==> src/rtl/moesi_pkg.sv <==
package moesi_pkg;

   typedef enum logic [2:0] {
      ST_I = 3'd0,
      ST_S = 3'd1,
      ST_E = 3'd2,
      ST_O = 3'd3,
      ST_M = 3'd4
   } line_st_e;

   typedef enum logic [1:0] {
      BC_RDMISS = 2'd0,
      BC_WRMISS = 2'd1,
      BC_INVAL  = 2'd2,
      BC_UPDATE = 2'd3
   } bus_cmd_e;

   function automatic logic st_dirty(line_st_e st);
      return (st == ST_M) || (st == ST_O);
   endfunction

endpackage

==> src/rtl/moesi_state_array.sv <==
module moesi_state_array
   import moesi_pkg::*;
#(
   parameter int NUM_LINES = 16,
   parameter int IDX_W     = 4
) (
   input  logic             clk,
   input  logic             rst_n,
   input  logic [IDX_W-1:0] rd_a_idx,
   output line_st_e         rd_a_st,
   input  logic [IDX_W-1:0] rd_b_idx,
   output line_st_e         rd_b_st,
   input  logic             wa_en,
   input  logic [IDX_W-1:0] wa_idx,
   input  line_st_e         wa_st,
   input  logic             wb_en,
   input  logic [IDX_W-1:0] wb_idx,
   input  line_st_e         wb_st
);

   line_st_e lines [NUM_LINES];

   // One state register per line; port b (local commit) beats port a (snoop).
   for (genvar g = 0; g < NUM_LINES; g++) begin : g_line
      line_st_e st_q;
      always_ff @(posedge clk or negedge rst_n) begin
         if (!rst_n)
            st_q <= ST_I;
         else if (wb_en && (wb_idx == IDX_W'(g)))
            st_q <= wb_st;
         else if (wa_en && (wa_idx == IDX_W'(g)))
            st_q <= wa_st;
      end
      assign lines[g] = st_q;
   end

   assign rd_a_st = lines[rd_a_idx];
   assign rd_b_st = lines[rd_b_idx];

endmodule

==> src/rtl/moesi_snoop_logic.sv <==
module moesi_snoop_logic
   import moesi_pkg::*;
(
   input  logic     snp_valid,
   input  bus_cmd_e snp_cmd,
   input  line_st_e cur_st,
   output logic     upd_en,
   output line_st_e nxt_st,
   output logic     has_copy,
   output logic     supply,
   output logic     flush,
   output logic     proto_err
);

   always_comb begin
      nxt_st    = cur_st;
      supply    = 1'b0;
      flush     = 1'b0;
      proto_err = 1'b0;
      if (snp_valid) begin
         unique case (snp_cmd)
            BC_RDMISS: begin
               if (cur_st == ST_E) nxt_st = ST_S;
               if (cur_st == ST_M) nxt_st = ST_O;
               supply = st_dirty(cur_st);
            end
            BC_WRMISS: begin
               nxt_st = ST_I;
               flush  = st_dirty(cur_st);
            end
            BC_INVAL: begin
               if (cur_st == ST_S || cur_st == ST_O) nxt_st = ST_I;
               proto_err = (cur_st == ST_E) || (cur_st == ST_M);
            end
            BC_UPDATE: begin
               if (cur_st == ST_O) nxt_st = ST_S;
               proto_err = (cur_st == ST_E) || (cur_st == ST_M);
            end
            default: ;
         endcase
      end
      upd_en   = snp_valid && (nxt_st != cur_st);
      has_copy = snp_valid && (cur_st != ST_I);
   end

endmodule

==> src/rtl/moesi_local_ctrl.sv <==
module moesi_local_ctrl
   import moesi_pkg::*;
#(
   parameter int IDX_W = 4
) (
   input  logic             clk,
   input  logic             rst_n,
   input  logic             lreq_valid,
   input  logic [1:0]       lreq_op,
   input  logic [IDX_W-1:0] lreq_idx,
   input  logic             snp_valid,
   input  logic             bus_gnt,
   input  logic             bus_shared,
   input  line_st_e         cur_st,
   output logic [IDX_W-1:0] look_idx,
   output logic             lreq_ready,
   output logic             lreq_done,
   output logic             breq_valid,
   output bus_cmd_e         breq_cmd,
   output logic             wr_en,
   output line_st_e         wr_st,
   output logic             evict_wb
);

   logic             waiting;
   logic [IDX_W-1:0] pend_idx;
   logic             pend_wr;
   logic             accept, is_evict, is_write, need_bus;

   always_comb begin
      look_idx   = waiting ? pend_idx : lreq_idx;
      lreq_ready = !waiting && !snp_valid;
      accept     = lreq_valid && lreq_ready;
      is_evict   = lreq_op[1];
      is_write   = !lreq_op[1] && lreq_op[0];
      need_bus   = !is_evict && ((cur_st == ST_I) ||
                   (is_write && (cur_st == ST_S || cur_st == ST_O)));

      breq_valid = waiting;
      // Command follows the present line state: snoops may lower it while waiting.
      if (pend_wr)
         breq_cmd = (cur_st == ST_I) ? BC_WRMISS : BC_INVAL;
      else
         breq_cmd = BC_RDMISS;

      lreq_done = 1'b0;
      wr_en     = 1'b0;
      wr_st     = cur_st;
      evict_wb  = 1'b0;
      if (!waiting) begin
         if (accept && !need_bus) begin
            lreq_done = 1'b1;
            if (is_evict) begin
               wr_en    = 1'b1;
               wr_st    = ST_I;
               evict_wb = st_dirty(cur_st);
            end else if (is_write) begin
               wr_en = 1'b1;
               wr_st = ST_M;
            end
         end
      end else if (bus_gnt) begin
         lreq_done = 1'b1;
         wr_en     = 1'b1;
         wr_st     = pend_wr ? ST_M : (bus_shared ? ST_S : ST_E);
      end
   end

   always_ff @(posedge clk or negedge rst_n) begin
      if (!rst_n) begin
         waiting  <= 1'b0;
         pend_idx <= '0;
         pend_wr  <= 1'b0;
      end else if (!waiting && accept && need_bus) begin
         waiting  <= 1'b1;
         pend_idx <= lreq_idx;
         pend_wr  <= is_write;
      end else if (waiting && bus_gnt) begin
         waiting <= 1'b0;
      end
   end

endmodule

==> src/rtl/moesi_line_ctrl.sv <==
module moesi_line_ctrl
   import moesi_pkg::*;
#(
   parameter  int NUM_LINES = 16,
   localparam int IDX_W     = $clog2(NUM_LINES)
) (
   input  logic             clk,
   input  logic             rst_n,
   input  logic             lreq_valid,
   input  logic [1:0]       lreq_op,
   input  logic [IDX_W-1:0] lreq_idx,
   output logic             lreq_ready,
   output logic             lreq_done,
   output logic             breq_valid,
   output logic [1:0]       breq_cmd,
   output logic [IDX_W-1:0] breq_idx,
   input  logic             bus_gnt,
   input  logic             bus_shared,
   input  logic             snp_valid,
   input  logic [1:0]       snp_cmd,
   input  logic [IDX_W-1:0] snp_idx,
   output logic             snp_shared,
   output logic             snp_supply,
   output logic             snp_err,
   output logic             wb_req,
   output logic [IDX_W-1:0] wb_idx
);

   if (NUM_LINES < 2 || (NUM_LINES & (NUM_LINES - 1)) != 0) begin : g_bad_lines
      $error("moesi_line_ctrl: NUM_LINES must be a power of two, at least 2");
   end

   line_st_e         snp_st, loc_st, snp_nxt, loc_nxt;
   logic             snp_upd, snp_flush, loc_wr, evict_wb;
   logic [IDX_W-1:0] look_idx;
   bus_cmd_e         cmd_q;

   moesi_state_array #(.NUM_LINES(NUM_LINES), .IDX_W(IDX_W)) u_array (
      .clk      (clk),
      .rst_n    (rst_n),
      .rd_a_idx (snp_idx),
      .rd_a_st  (snp_st),
      .rd_b_idx (look_idx),
      .rd_b_st  (loc_st),
      .wa_en    (snp_upd),
      .wa_idx   (snp_idx),
      .wa_st    (snp_nxt),
      .wb_en    (loc_wr),
      .wb_idx   (look_idx),
      .wb_st    (loc_nxt)
   );

   moesi_snoop_logic u_snoop (
      .snp_valid (snp_valid),
      .snp_cmd   (bus_cmd_e'(snp_cmd)),
      .cur_st    (snp_st),
      .upd_en    (snp_upd),
      .nxt_st    (snp_nxt),
      .has_copy  (snp_shared),
      .supply    (snp_supply),
      .flush     (snp_flush),
      .proto_err (snp_err)
   );

   moesi_local_ctrl #(.IDX_W(IDX_W)) u_local (
      .clk        (clk),
      .rst_n      (rst_n),
      .lreq_valid (lreq_valid),
      .lreq_op    (lreq_op),
      .lreq_idx   (lreq_idx),
      .snp_valid  (snp_valid),
      .bus_gnt    (bus_gnt),
      .bus_shared (bus_shared),
      .cur_st     (loc_st),
      .look_idx   (look_idx),
      .lreq_ready (lreq_ready),
      .lreq_done  (lreq_done),
      .breq_valid (breq_valid),
      .breq_cmd   (cmd_q),
      .wr_en      (loc_wr),
      .wr_st      (loc_nxt),
      .evict_wb   (evict_wb)
   );

   assign breq_cmd = cmd_q;
   assign breq_idx = look_idx;
   // Snoop and local accept never share a cycle, so the two sources are exclusive.
   assign wb_req   = snp_flush || evict_wb;
   assign wb_idx   = snp_flush ? snp_idx : lreq_idx;

endmodule

==> config.mk <==
export PLATFORM = sky130hd
export DESIGN_NAME = moesi_line_ctrl
export DESIGN_NICKNAME = d
export VERILOG_FILES = /design/src/rtl/moesi_pkg.sv /design/src/rtl/moesi_state_array.sv /design/src/rtl/moesi_snoop_logic.sv /design/src/rtl/moesi_local_ctrl.sv /design/src/rtl/moesi_line_ctrl.sv
export SDC_FILE = /design/constraint.sdc
export NUM_CORES = 1
export LEC_CHECK = 0
export ABC_AREA = 1
export BUFFER_PORTS_ARGS = -buffer_cell sky130_fd_sc_hd__buf_2
export CELL_PAD_IN_SITES_DETAIL_PLACEMENT = 1
export CELL_PAD_IN_SITES_GLOBAL_PLACEMENT = 1
export CORE_MARGIN = 4
export CORE_UTILIZATION = 38
export DETAILED_ROUTE_END_ITERATION = 8
export PLACE_DENSITY = 0.84
export SYNTH_ARGS = -nofsm -noshare
export SYNTH_HDL_FRONTEND = slang
export SYNTH_SLANG_ARGS = --single-unit
export TNS_END_PERCENT = 20
==> constraint.sdc <==
create_clock -name clk -period 2.4 [get_ports clk]
set_input_delay 0.36 -clock clk [delete_from_list [all_inputs] [get_ports clk]]
set_output_delay 0.36 -clock clk [all_outputs]
set_load 0.05 [all_outputs]
# Yosys cells after proc, flatten, opt, wreduce, memory -nomap -nowiden

Index checks and enable logic that the tools add are counted.

Bits in registers: 54
Latch bits: 0
Bits in writable memories: 0
ROM bits: 0
Input port bits: 18
Output and inout bits: 17
Word-level logic and storage cells: 214
Memories kept: 0

Add/subtract/negate cells: 0
$mul: 0
Divide/modulo/power cells: 0
Magnitude comparators: 2
Equality and inequality tests: 41
Shift operators: 0
Multiplexer cells: 73
Bitwise operators: 2
Reductions and logical operators: 77

Operators by type and width:

| kind                 | number |
|---|---|
| $mux W3              | 47 |
| $eq A4 B4 Y1 const B | 16 |
| $logic_and A1 B1 Y1  | 43 |
| $reduce_bool A2 Y1   | 17 |
| $eq A4 B3 Y1 const B | 8 |
| $bmux W3 S4          | 2 |
| $mux W1              | 18 |
| $eq A4 B2 Y1 const B | 4 |
| $pmux W3 S4          | 1 |
| $ge A5 B5 Y1 const B | 2 |
| $not A4 Y5           | 2 |
| $eq A3 B2 Y1 const B | 3 |
| $eq A4 B1 Y1 const B | 2 |
| $logic_not A4 Y1     | 2 |
| $mux W4              | 2 |
| $logic_or A1 B1 Y1   | 7 |
| $eq A3 B1 Y1 const B | 2 |
| $eq A3 B3 Y1 const B | 2 |
| $mux W2              | 3 |
| $eq A2 B2 Y1 const B | 2 |
| $logic_not A1 Y1     | 4 |
| $logic_not A3 Y1     | 1 |
| $ne A3 B3 Y1         | 1 |
| $reduce_bool A3 Y1   | 1 |
| other kinds (3)      | 3 |

# Logic depth before layout (Yosys ltp)

Gate-level depths: netlist of the first run.

Word-level depth: 16
Gate-level depth with buffers: 23
Gate-level depth less buffers: 21

# By module

Synthesis of the first run repeated with hierarchy kept, for this count alone.

Cells, all modules: 742
Area total of the unflattened synthesis: 4,340.4 µm²

Modules (own cells, without submodules):

| module            | times used | cells each | area an instance (µm²) | sequential area each (µm²) |
|---|---|---|---|---|
| moesi_state_array | 1          | 616        | 3,632.2                | 1,201.2 |
| moesi_local_ctrl  | 1          | 72         | 469.2                  | 150.1 |
| moesi_snoop_logic | 1          | 40         | 183.9                  | 0.0 |
| moesi_line_ctrl   | 1          | 14         | 55.1                   | 0.0 |

# Worst setup path after synthesis of the first run

OpenSTA, ideal clock, no wires.

Path kind: flip-flop to output port
Start point: register u_local.waiting, in the netlist u_local.breq_valid
End point: output port wb_req
Arrival: 3.189 ns
Required time: 2.040 ns
Setup slack: -1.149 ns
Stages on the path, launching flop included: 11
Buffers on the path: 1
Cell sequence: dfrtp_1 buf_4 o21ai_2 inv_2 nor2_1 nand2_1 nand2_1 nor2_2 o21ai_0 nand2_1 o21ai_0

Cells in the longest elaborated chain, start to end: 15
Elaborated cells between the ends (all ways): 23
Those cells by class: eq/ne (3); mux (7); bitwise (1); reduce/logical (12)

RTL lines:

| item                                         | RTL line                                | text |
|---|---|---|
| start, declared                              | moesi_local_ctrl.sv:25                  | `logic waiting;` |
| start signal, assigned                       | moesi_local_ctrl.sv:71                  | `waiting <= 1'b0;` |
| start signal, assigned                       | moesi_local_ctrl.sv:75                  | `waiting <= 1'b1;` |
| start signal, assigned                       | moesi_local_ctrl.sv:79                  | `waiting <= 1'b0;` |
| $mux W4 *                                    | moesi_local_ctrl.sv:31                  | `look_idx = waiting ? pend_idx : lreq_idx;` |
| net breq_idx[2]                              | moesi_line_ctrl.sv:16                   | `output logic [IDX_W-1:0] breq_idx,` |
| $not A4 Y5 (not written as such) *           | moesi_state_array.sv:38                 | `assign rd_b_st = lines[rd_b_idx];` |
| $bmux W3 S4 *                                | moesi_state_array.sv:38                 |  |
| $mux W3 (not written as such) * (2 in a row) | moesi_state_array.sv:38                 |  |
| $eq A3 B1 Y1 or $eq A3 B2 Y1 (tied branches) | moesi_local_ctrl.sv:37, moesi_pkg.sv:19 |  |
| $logic_or A1 B1 Y1                           | moesi_local_ctrl.sv:37                  | `(is_write && (cur_st == ST_S \|\| cur_st == ST_O)));` |
| $logic_and A1 B1 Y1                          | moesi_local_ctrl.sv:37                  |  |
| $logic_or A1 B1 Y1                           | moesi_local_ctrl.sv:36                  | `need_bus = !is_evict && ((cur_st == ST_I) \|\|` |
| $logic_and A1 B1 Y1                          | moesi_local_ctrl.sv:36                  |  |
| $logic_not A1 Y1                             | moesi_local_ctrl.sv:51                  | `if (accept && !need_bus) begin` |
| $logic_and A1 B1 Y1                          | moesi_local_ctrl.sv:51                  |  |
| $mux W1 *                                    | moesi_local_ctrl.sv:51                  |  |
| $mux W1 *                                    | moesi_local_ctrl.sv:50                  | `if (!waiting) begin` |
| $logic_or A1 B1 Y1 *                         | moesi_line_ctrl.sv:88                   | `assign wb_req = snp_flush \|\| evict_wb;` |
| end, declared                                | moesi_line_ctrl.sv:25                   | `output logic wb_req,` |

Mark *: on every way through the listed nets, which the timed path passes. The rest lies on a longest branch. The select of a mux whose other input is x is not followed.

# Final worst setup path of the first run

Start point: register u_local.waiting, in the netlist u_local.breq_valid
End point: output port lreq_done

Cells in the longest elaborated chain, start to end: 14
Elaborated cells between the ends (all ways): 19
Those cells by class: eq/ne (2); mux (6); bitwise (1); reduce/logical (10)

RTL lines:

| item                                         | RTL line                | text |
|---|---|---|
| $mux W4                                      | moesi_local_ctrl.sv:31  |  |
| $not A4 Y5 (not written as such)             | moesi_state_array.sv:38 |  |
| $bmux W3 S4                                  | moesi_state_array.sv:38 |  |
| $mux W3 (not written as such) (2 in a row)   | moesi_state_array.sv:38 |  |
| $eq A3 B1 Y1 or $eq A3 B2 Y1 (tied branches) | moesi_local_ctrl.sv:37  |  |
| $logic_or A1 B1 Y1                           | moesi_local_ctrl.sv:37  |  |
| $logic_and A1 B1 Y1                          | moesi_local_ctrl.sv:37  |  |
| $logic_or A1 B1 Y1                           | moesi_local_ctrl.sv:36  |  |
| $logic_and A1 B1 Y1                          | moesi_local_ctrl.sv:36  |  |
| $logic_not A1 Y1                             | moesi_local_ctrl.sv:51  |  |
| $logic_and A1 B1 Y1                          | moesi_local_ctrl.sv:51  |  |
| $mux W1                                      | moesi_local_ctrl.sv:51  |  |
| $mux W1 *                                    | moesi_local_ctrl.sv:50  |  |
| end, declared                                | moesi_line_ctrl.sv:13   | `output logic lreq_done,` |

Mark *: on every way between the ends. The rest lies on a longest branch, timed or not. The select of a mux whose other input is x is not followed.

==> results of run 1 <==
==> per-stage QoR <==
| stage | std cells | hold slack (ps) | power, mW | worst slack [ps] | area (sq um) |
|---|---|---|---|---|---|
| floorplan | 803 | 64.4 | 4.20 | -150 | 4680 |
| global placement | 1049 | 387 | 6.01 | -259 | 5650 |
| detailed placement | 1049 | 393 | 6.18 | -355 | 5650 |
| CTS | 1070 | 51.2 | 7.58 | -373 | 6160 |
| global route | 1080 | 62.6 | 9.24 | -669 | 6600 |
| finish | 1080 | 24.3 | 8.94 | -609 | 6600 |
==> worst max-delay path, delay by kind of cell, from the launching register on <==
family,cells,cell delay (ps)
AOI/OAI and AO/OA,1,270
buffers and inverters,5,720
DFF,1,480
and+or+nand+nor,9,820
==> what timing repair did <==
| action | in CTS | in global routing |
|---|---|---|
| pin swaps | 18 | 26 |
| setup endpoints to repair | 63 | 65 |
| setup buffers | 11 | 8 |
| resized for setup | 64 | 96 |
| gates cloned | 2 | 3 |
==> flip-flops by register name (all words and copies together), names as in the netlist <==
signal / flops
u_array.g_line.st_q: 48
u_local.pend_idx: 4
u_local.breq_valid: 1
u_local.pend_wr: 1
==> power by group through the flow <==
stage	sequential (mW)	combinational, mW	clock (mW)
after floorplan	1.53	2.67	0
after global placement	1.65	4.37	0
final	1.73	6.37	0.852
after detailed placement	1.65	4.52	0
after global routing	1.73	6.62	0.892
after CTS	1.64	5.09	0.845
==> metal layers <==
metal	vias to the layer above	part of all wire, %	GRT usage, %
li1	2776	-	-
met1	3135	36	36.2
met2	457	47	54.7
met3	166	9.3	6.25
met4	0	8.1	14.9
met5	-	0	0
==> placed cells by master, fill, tap and decap left out <==
cell type / instances
nand3_2: 6
o21ai_1: 7
inv_2: 10
o21a_1: 3
dfrtp_2: 4
buf_16: 1
nand3b_1: 3
nand2_2: 33
clkbuf_8: 2
nor2_1: 76
nor2_4: 8
o311ai_1: 1
buf_8: 6
inv_1: 65
o22ai_1: 2
buf_6: 20
dfrtp_1: 50
a21oi_1: 3
o21ai_4: 9
nand3_1: 109
o21ai_0: 14
nand2_8: 7
buf_2: 24
nand3_4: 3
buf_12: 7
clkbuf_16: 7
o21ai_2: 1
nand2_1: 329
nand2_4: 22
buf_4: 86
a211oi_1: 1
inv_4: 4
o32ai_1: 1
nor2_2: 8
clkinv_4: 1
nand4_1: 3
a21oi_2: 1
==> kinds of logic (layout without fill, tap and decap cells) <==
logic type             count (synthesis)  in the layout  synth area share (%)
AND/OR/NAND/NOR                      605            607                  55.3
flip-flops                            54             54                  29.5
buffers and inverters                101            233                  9.76
AO/OA/AOI/OAI                         43             43                  5.38
==> worst max-delay path by stage <==
| stage | from | end | slack [ps] | cells after the start |
|---|---|---|---|---|
| 3_5_place_dp | snp_idx[0] | wb_req | -350 | 14 |
| 2_1_floorplan | u_local.breq_valid$_DFFE_PN0P_ | u_array.g_line[7].st_q[1]$_DFFE_PN0P_ | -150 | 16 |
| 5_1_grt | u_local.breq_valid$_DFFE_PN0P_ | lreq_done | -670 | 15 |
| 4_1_cts | u_local.breq_valid$_DFFE_PN0P_ | lreq_done | -370 | 17 |
| 3_3_place_gp | snp_idx[0] | wb_req | -260 | 14 |
| 6_report | u_local.breq_valid$_DFFE_PN0P_ | lreq_done | -610 | 15 |
==> layout make-up <==
type | count | area (sq um)
clock inverter | 1 | 8.76
multi-input combinational | 650 | 3300
tap | 143 | 179
clock buffer | 7 | 153
inverter | 79 | 307
timing repair buffer | 146 | 1300
fill | 1562 | 5010
sequential | 54 | 1360
==> flow_summary_export.csv, run 1 <==
group,metric,value,unit
floorplanning,die-area,13900,sq um
power_and_ir_drop,p_switching,4.85,mW
synth,ys_types,28,
setup_path,worstPathRequired,2040,ps
detailed_routing,first_pass_iters,5,
sta,worst_pin_slew,657,ps
power_and_ir_drop,internal_power,4.10,mW
synth,ys_seq_area_share,29.5,%
synth,yosysMostFrequentCell,"nand2_1",
grt,grt_max_degree,55,
detailed_routing,ant_nets,0,
cts,cts_tree,"done",
cts,clock_latency,320,ps
hold_path,hold_class,"input port to asynchronous set/reset pin",
setup_path,worst-path-max-fanout,6,
power_and_ir_drop,p_per_area,1360,nW/um^2
detailed_routing,wl_per_cell,23.9,um
setup_path,cp_cell_sequence,"buf_6, buf_8, o21ai_4, buf_6, nor2_4, nand2_1, nand2_2, nor2_2, nand3_2, nand2_2, nand2_2, buf_6, nand2_4, nand2_4, buf_8",
synth,synth.top_cell.area_share,30.3,%
placement,port_buffers,34,
sta,relSlewSlack,56.2,%
floorplanning,core,11600,sq um
setup_path,cp.arrival,2650,ps
sta,setup_slack,-609,ps
layout,layout-drive-gt1-share,28.8,%
placement,place_congestion,0.925,
cts,clkSlewWorstSetupHoldPaths,90,ps
synth,avgSynthCellArea,5.70,sq um
synth,synthArstFlopShare,100,%
power_and_ir_drop,pwr-share-seq,19.3,%
sta,grt_setup_unrepaired,"true",
run,drv_cap,0,
detailed_routing,wirelength,25800,um
synth,synth_common_cells,"nand2_1 (369), nand3_1 (115), nor2_1 (87)",
floorplanning,initial_utilization,39.4,%
sta,fin_skew,18.5,ps
cts,cts_buffer_depth,2,
floorplanning,die_x,118,um
cts,h-tree-depth,2,
floorplanning,rows,39,
sta,max_freq,332,MHz
layout,nNetsFinal,954,
floorplanning,die_h,118,um
synth,netlist_area,4580,sq um
placement,hpwl,14500,um
run_status,violations,"setup timing",
layout,diodes,0,
synth,synth_edf_count,0,
power_and_ir_drop,p_clk_share,9.5,%
floorplanning,io_pins,35,
setup_path,r2r-start,"u_local.breq_valid$_DFFE_PN0P_",
setup_path,crit_path_max_incr_delay,480,ps
sta,min_period,3010,ps
sta,slew_violations,0,
synth,synth_top_area_cell,"nand2_1",
power_and_ir_drop,swShare,54.2,%
synth,ys.flop_type,"dfrtp_1",
synth,syn_nets,821,
detailed_routing,drtIter0Drc,711,
synth,yosysWarnings,0,
detailed_routing,viasPerCell,6.05,
setup_path,cp-end-kind,"output port",
synth,ys_ff_latch,54,
setup_path,r2r_end,"u_local.pend_idx[3]$_DFFE_PN0P_",
cts,ctsRootBufferMaster,"clkbuf_16",
setup_path,start_kind,"flop",
grt,overflow,0,
setup_path,criticalPathCategory,"flop to output port",
detailed_routing,drc,0,
grt,grt.total_usage,31.2,%
setup_path,slowest_stage,"dfrtp_2",
sta,setup_viol,64,
grt,grt_pass1_vias,6394,
power_and_ir_drop,leakage,3.74,nW
power_and_ir_drop,vdd_ir_drop_max,0.445,mV
sta,finalCritPeriodShare,125,%
synth,syn_inst,803,
run_status,status,"finished, violations left",
cts,clock-sinks,54,
grt,grt_pass1_wl,34200,um
synth,synth_area_leaders,"nand2_1 (30%), dfrtp_1 (30%), nand3_1 (13%), nor2_1 (7.1%), inv_1 (5.9%)",
layout,fin_util,56.8,%
cts,postCtsHoldBufs,0,
detailed_routing,vias,6534,
grt,antenna_found_initial,0,
layout,syn_to_final_growth,44.2,%
sta,finalSetupTns,-30260,ps
sta,hold_viol_final,0,
setup_path,ff2ff_path_depth,17,
setup_path,r2r_slack,-590,ps
power_and_ir_drop,p_comb_share,71.2,%
cts,cts_buffers,5,
(Power assumes the default switching activity.)
==> inputs of run 2 (changes only) <==
BUFFER_PORTS_ARGS = not set   (was -buffer_cell sky130_fd_sc_hd__buf_2)
CORE_UTILIZATION = 40   (was 38)
DONT_BUFFER_PORTS = 1   (was not set)
==> run 2 against run 1 <==
  * Critical path depth up 4
  * Global-route usage up 10 points
  * Clock power up 7.4%
  * Core utilization up 6.4 points
  * The run ends with DRC, setup timing left
  * Die area down 4.7%
  * Cell count down 0.65%
  * Power up 17%
==> flow_summary_export.csv, run 2 (synthesis gave the netlist of run 1 again) <==
group,metric,value,unit
cts,clkSlewWorstSetupHoldPaths,90,ps
floorplanning,io_pins,35,
detailed_routing,vias,7507,
placement,dp_slack,-347,ps
layout,reg_top3,"u_array.g_line.st_q: 48 flops, u_local.pend_idx: 4 flops",
setup_path,timing.critical_path.mode_cell,"nand2_2",
setup_path,cp_cell_sequence,"buf_6, o21ai_4, clkinv_4, buf_8, nand2_2, nand2_1, nand2_2, nand2_2, nor2_4, nand3_4, nand2_2, nand2_4, nand3_4, nand2_8, buf_6, nand2_8, inv_4, nand2_1, nand3_1",
floorplanning,die_h,115,um
setup_path,r2r_end,"u_array.g_line[1].st_q[0]$_DFFE_PN0P_",
setup_path,worstPathRequired,2490,ps
sta,finalCritPeriodShare,144,%
detailed_routing,drtIter0Drc,1449,
sta,setup_viol,65,
hold_path,hold_class,"input port to flop",
cts,cts_buffers,5,
setup_path,worst-path-max-fanout,8,
cts,clock_latency,340,ps
layout,layout-drive-gt1-share,33.7,%
cts,cts_tree,"done",
setup_path,r2r_slack,-1060,ps
layout,diodes,0,
setup_path,crit_path_max_incr_delay,490,ps
cts,ctsRootBufferMaster,"clkbuf_16",
setup_path,cp-end-kind,"flop",
run_status,status,"finished, violations left",
floorplanning,die-area,13200,sq um
placement,port_buffers,0,
grt,antenna_found_initial,2,
layout,finalInstanceArea,6980,sq um
layout,largest_reg_flops,48,
detailed_routing,wl_per_cell,32.7,um
sta,fin_skew,26.8,ps
power_and_ir_drop,leakage,3.86,nW
detailed_routing,viasPerCell,7.00,
sta,min_period,3460,ps
setup_path,r2r-start,"u_local.breq_valid$_DFFE_PN0P_",
layout,fin_util,63.3,%
placement,place_area,5590,sq um
power_and_ir_drop,p_per_area,1500,nW/um^2
run_status,violations,"DRC, setup timing",
grt,grt_max_degree,55,
sta,worst_pin_slew,594,ps
detailed_routing,first_pass_iters,9,
setup_path,start_kind,"flop",
cts,clock-sinks,54,
sta,grt_setup_unrepaired,"true",
layout,layout_common_cells,"nand2_1 (298), buf_4 (99), nand3_1 (97)",
cts,h-tree-depth,2,
sta,slew_violations,0,
detailed_routing,wirelength,35000,um
cts,cts_buffer_depth,2,
sta,hold_viol_final,0,
placement,place_congestion,0.961,
floorplanning,core,11000,sq um
setup_path,slowest_stage,"dfrtp_2",
grt,grt_pass1_wl,41500,um
setup_path,ff2ff_path_depth,19,
layout,syn_to_final_growth,52.4,%
layout,top_register,"u_array.g_line.st_q",
sta,setup_slack,-1060,ps
floorplanning,die_x,115,um
grt,grt_pass1_vias,7165,
run,drv_cap,0,
floorplanning,rows,38,
grt,overflow,0,
grt,grt.total_usage,41.2,%
detailed_routing,drc,35,
layout,layout_commonest_cell,"nand2_1",
sta,relSlewSlack,60.4,%
setup_path,cp.arrival,3550,ps
sta,finalSetupTns,-44330,ps
setup_path,crit_path_end,"u_array.g_line[1].st_q[0]$_DFFE_PN0P_",
layout,nNetsFinal,950,
detailed_routing,ant_nets,0,
placement,hpwl,15200,um
floorplanning,initial_utilization,41.5,%
setup_path,criticalPathCategory,"flop to flop",
sta,max_freq,289,MHz
setup_path,crit_path_start,"u_local.breq_valid$_DFFE_PN0P_",
power_and_ir_drop,vdd_ir_drop_max,1.03,mV
run 2: cell types whose count changed in the layout (fill, tap and decap cells not counted), sizes merged:
cell         before  now
buf             144  138
bufinv            0    1
clkbuf            9    6
clkinv            1    4
clkinvlp          0    1
dlygate4sd3       0    1
inv              79   76
nand2           391  393
run 2: worst min-delay path by stage:
stage	depth (start not counted)	end	slack (ps)	start
floorplan	0	u_array.g_line[0].st_q[0]$_DFFE_PN0P_	60	rst_n
global placement	0	u_array.g_line[9].st_q[1]$_DFFE_PN0P_	70	rst_n
global route	2	u_local.pend_wr$_DFFE_PN0P_	220	lreq_op[0]
finish	2	u_local.pend_wr$_DFFE_PN0P_	210	lreq_op[0]
detailed placement	0	u_array.g_line[9].st_q[1]$_DFFE_PN0P_	70	rst_n
CTS	2	u_local.pend_idx[0]$_DFFE_PN0P_	180	lreq_idx[0]
run 2: per-stage QoR:
stage	power, mW	hold WS (ps)	cells
after detailed placement	6.30	66.3	1017
after floorplan	4.20	64.4	803
after CTS	7.92	178	1051
after global routing	10.5	221	1073
final	10.4	213	1073
after global placement	6.07	66.1	1017
run 2: what timing repair did:
action                                  CTS  global route
hold buffers                              2             0
gates cloned                              1             4
pin swaps                                30            34
setup buffers                            23            20
endpoints found under the setup margin   64            65
gates resized for setup                  76           145
hold endpoints to repair                 54             0
run 2: power by group:
group	leakage [nW]	total, mW	internal (mW)	switching, mW
registers	0.679	1.80	1.29	0.510
clock network	0.0836	0.915	0.492	0.423
logic	3.10	7.73	2.76	4.97
run 2: final cells by class:
type | count | area [sq um]
Fill cell | 1414 | 4050
Tap cell | 140 | 175
Timing Repair Buffer | 140 | 1390
Multi-Input combinational cell | 652 | 3580
Inverter | 79 | 318
Clock buffer | 5 | 125
Clock inverter | 3 | 40.0
Sequential cell | 54 | 1350
run 2: worst max-delay path: cells and delay by family (launching register included):
family	cells	cell delay (ps)
buf+inv	5	760
compound gates	1	230
flops	1	490
simple gates	13	1720
run 2: per-layer routing:
metal / share of wire, % / GRT usage (%) / routed length, um
met1: 32 / 47.2 / 11400
met2: 41 / 66.6 / 14400
met3: 16 / 10.8 / 5520
met4: 11 / 28.8 / 3710
met5: 0.023 / 0 / 8
==> inputs of run 3 (changes only) <==
CORE_ASPECT_RATIO = 0.7   (was not set)
==> run 3 against run 2 <==
  * The run now fails in global routing (5_1_grt)
  * Synthesized cell count unchanged
  * Synthesized area unchanged
==> flow_summary_export.csv, run 3 <==
group,metric,value,unit
run_status,status,"did not finish",
run_status,stop_stage,"global routing (5_1_grt)",
run_status,error,"[ERROR DPL-0033] detailed placement checks failed during check placement.",
synth,synth_common_cells,"nand2_1 (369), nand3_1 (115), nor2_1 (87)",
synth,synth.top_cell.area_share,30.3,%
cts,cts_buffers,5,
synth,ys_types,28,
synth,yosysWarnings,0,
floorplanning,rows,32,
synth,yosysMostFrequentCell,"nand2_1",
synth,synth_edf_count,0,
placement,hpwl,16600,um
synth,synth_top_area_cell,"nand2_1",
grt,grt_max_degree,55,
cts,ctsRootBufferMaster,"clkbuf_16",
cts,clock-sinks,54,
synth,ys.flop_type,"dfrtp_1",
synth,ys_ff_latch,54,
synth,avgSynthCellArea,5.70,sq um
synth,synth_area_leaders,"nand2_1 (30%), dfrtp_1 (30%), nand3_1 (13%), nor2_1 (7.1%), inv_1 (5.9%)",
synth,synthArstFlopShare,100,%
synth,syn_nets,821,
sta,grt-worst-endpoint,"wb_req",
placement,port_buffers,0,
floorplanning,initial_utilization,41.3,%
floorplanning,die_h,97.5,um
floorplanning,io_pins,35,
placement,place_inst,1039,
synth,ys_seq_area_share,29.5,%
synth,syn_inst,803,
placement,place_congestion,1.04,
grt,antenna_found_initial,3,
sta,endpoint_type,"output port",
synth,netlist_area,4580,sq um
floorplanning,die_x,136,um
cts,cts_buffer_depth,2,
cts,h-tree-depth,2,
[run 3: through the flow]
stage | hold slack [ps] | setup TNS (ps) | util, % | instance area [sq um] | setup slack [ps]
2_1_floorplan | 64.4 | -6210 | - | 4680 | -150
3_3_place_gp | 66.1 | -6720 | 51.0 | 5660 | -189
4_1_cts | 209 | -15030 | 61.3 | 6800 | -381
3_5_place_dp | 65.8 | -18130 | 51.0 | 5660 | -438
[run 3: cells by family after synthesis]
kind of cell           count (synthesis)  share of synthesized area (%)
AO/OA/AOI/OAI                         43                           5.38
buffers and inverters                101                           9.76
flip-flops                            54                           29.5
AND/OR/NAND/NOR                      605                           55.3
[run 3: what timing repair did]
action / CTS
cloned: 6
pin swaps: 56
buffers inserted: 34
gates resized for setup: 157
hold buffers: 2
setup endpoints to repair: 64
endpoints found under the hold margin: 54
==> inputs of run 4 (changes only) <==
CELL_PAD_IN_SITES_DETAIL_PLACEMENT = not set   (was 1)
CELL_PAD_IN_SITES_GLOBAL_PLACEMENT = not set   (was 1)
CORE_ASPECT_RATIO = not set   (was 0.7)
PLACE_DENSITY = not set   (was 0.84)
PLACE_DENSITY_LB_ADDON = 0.15   (was not set)
clock period = 3.1 ns   (was 2.4 ns; I/O delays follow)
==> run 4 against run 3 <==
  * The flow now finishes without violations
==> flow_summary_export.csv, run 4 (synthesis gave the netlist of run 1 again) <==
group,metric,value,unit
run_status,status,"finished clean",
layout,nNetsFinal,834,
layout,fin_cells,956,
detailed_routing,vias,5036,
cts,clock_latency,310,ps
sta,finalCritPeriodShare,94.3,%
floorplanning,die_x,115,um
setup_path,critPathTopFamily,"simple AND/OR/NAND/NOR gates",
layout,layout_commonest_cell,"nand2_1",
sta,relSlewSlack,44.9,%
setup_path,worst-path-max-fanout,13,
setup_path,r2r_slack,410,ps
placement,place_inst,948,
power_and_ir_drop,leakage,2.96,nW
setup_path,worstPathRequired,2630,ps
floorplanning,io_pins,35,
placement,hpwl,11900,um
placement,dp_slack,112,ps
detailed_routing,wl_per_cell,16.8,um
sta,fin_skew,7.16,ps
sta,worst_pin_slew,817,ps
setup_path,crit_path_max_incr_delay,460,ps
setup_path,path_buf_inv,3,
power_and_ir_drop,p_per_area,943,nW/um^2
sta,setup_slack,176,ps
sta,setup_viol,0,
floorplanning,die_h,115,um
detailed_routing,drc,0,
detailed_routing,drtIter0Drc,522,
cts,clkSlewWorstSetupHoldPaths,70,ps
layout,largest_reg_flops,48,
hold_path,hold_class,"input port to asynchronous set/reset pin",
grt,grt.total_usage,24.6,%
sta,slew_violations,0,
detailed_routing,first_pass_iters,6,
setup_path,cp.arrival,2460,ps
cts,cts_setup_buffers,0,
grt,antenna_found_initial,0,
cts,ctsRootBufferMaster,"clkbuf_16",
cts,cts_buffers,5,
grt,overflow,0,
sta,min_period,2920,ps
setup_path,cp-end-kind,"output port",
power_and_ir_drop,vdd_ir_drop_max,0.769,mV
sta,max_freq,342,MHz
layout,reg_top3,"u_array.g_line.st_q: 48 flops, u_local.pend_idx: 4 flops",
grt,grt_pass1_vias,4642,
floorplanning,die-area,13200,sq um
grt,grt_pass1_wl,25300,um
sta,grt_setup_unrepaired,"true",
sta,hold_viol_final,0,
floorplanning,core,11000,sq um
grt,grt_max_degree,55,
setup_path,slowest_stage,"dfrtp_2",
cts,cts_buffer_depth,2,
placement,port_buffers,0,
setup_path,timing.critical_path.mode_cell,"nand2_1",
cts,h-tree-depth,2,
layout,top_register,"u_array.g_line.st_q",
power_and_ir_drop,fin_total_pwr,4.78,mW
setup_path,cp_cell_sequence,"inv_2, nand2_2, buf_6, nand3_1, nand2_1, nand2_1, nand2_1, nand2_1, nand2_1, nor2_4, nand3_2, nand2_1, nand2_2, nand2_1, nand2_1, buf_12",
layout,diodes,0,
layout,fin_util,45.9,%
placement,place_congestion,0.972,
layout,layout-drive-gt1-share,9.19,%
setup_path,start_kind,"flop",
setup_path,criticalPathCategory,"flop to output port",
detailed_routing,viasPerCell,5.27,
floorplanning,rows,38,
layout,syn_to_final_growth,10.6,%
layout,layout_common_cells,"nand2_1 (369), nand3_1 (114), nor2_1 (86)",
cts,cts_tree,"done",
detailed_routing,ant_nets,0,
floorplanning,initial_utilization,41.5,%
detailed_routing,wirelength,16000,um
run,drv_cap,0,
cts,clock-sinks,54,
[run 4: layout make-up]
cell class                 instances  area, sq um
fill                            1193         5970
multi-input combinational        648         2830
sequential                        54         1350
inverter                          79          297
timing repair buffer              28          246
tap                              140          175
clock buffer                       6          139
clock inverter                     1         30.0
[run 4: power breakdown]
group / internal (mW) / switching (mW) / total (mW)
sequential: 0.998 / 0.282 / 1.28
combinational: 0.832 / 2.00 / 2.83
clock: 0.399 / 0.266 / 0.665
[run 4: through the flow]
stage / instance area, sq um / setup TNS [ps] / hold WS, ps
after floorplan: 4580 / -1070 / 169
after global placement: 4820 / 0 / 171
after detailed placement: 4820 / 0 / 171
after CTS: 5010 / 0 / 20.8
after global routing: 5060 / -11.5 / 29.8
final: 5060 / 0 / 11.3
[run 4: repair_timing]
action	CTS	global route
endpoints found under the setup margin	0	17
hold buffers	1	0
hold endpoints to repair	54	0
gates resized for setup	0	10
[run 4: final timing paths]
path                                            startpoint                                     to  cells past startpoint
min in group clk                                lreq_op[0]            u_local.pend_wr$_DFFE_PN0P_                      2
min                                                  rst_n            u_local.pend_wr$_DFFE_PN0P_                      1
max reg2reg                 u_local.breq_valid$_DFFE_PN0P_  u_array.g_line[3].st_q[0]$_DFFE_PN0P_                     19
max                         u_local.breq_valid$_DFFE_PN0P_                              lreq_done                     16
max in group asynchronous                            rst_n  u_array.g_line[3].st_q[0]$_DFFE_PN0P_                      1
min reg2reg                u_local.pend_idx[1]$_DFFE_PN0P_        u_local.pend_idx[1]$_DFFE_PN0P_                      1
[run 4: per-layer routing]
| metal | GRT usage, % | vias to the layer above | share of wire [%] |
|---|---|---|---|
| met5 | 0 | - | 0 |
| met4 | 7.90 | 0 | 2.5 |
| met3 | 4.63 | 27 | 6.9 |
| met2 | 38.2 | 185 | 44 |
| met1 | 34.6 | 2295 | 46 |
| li1 | - | 2529 | - |
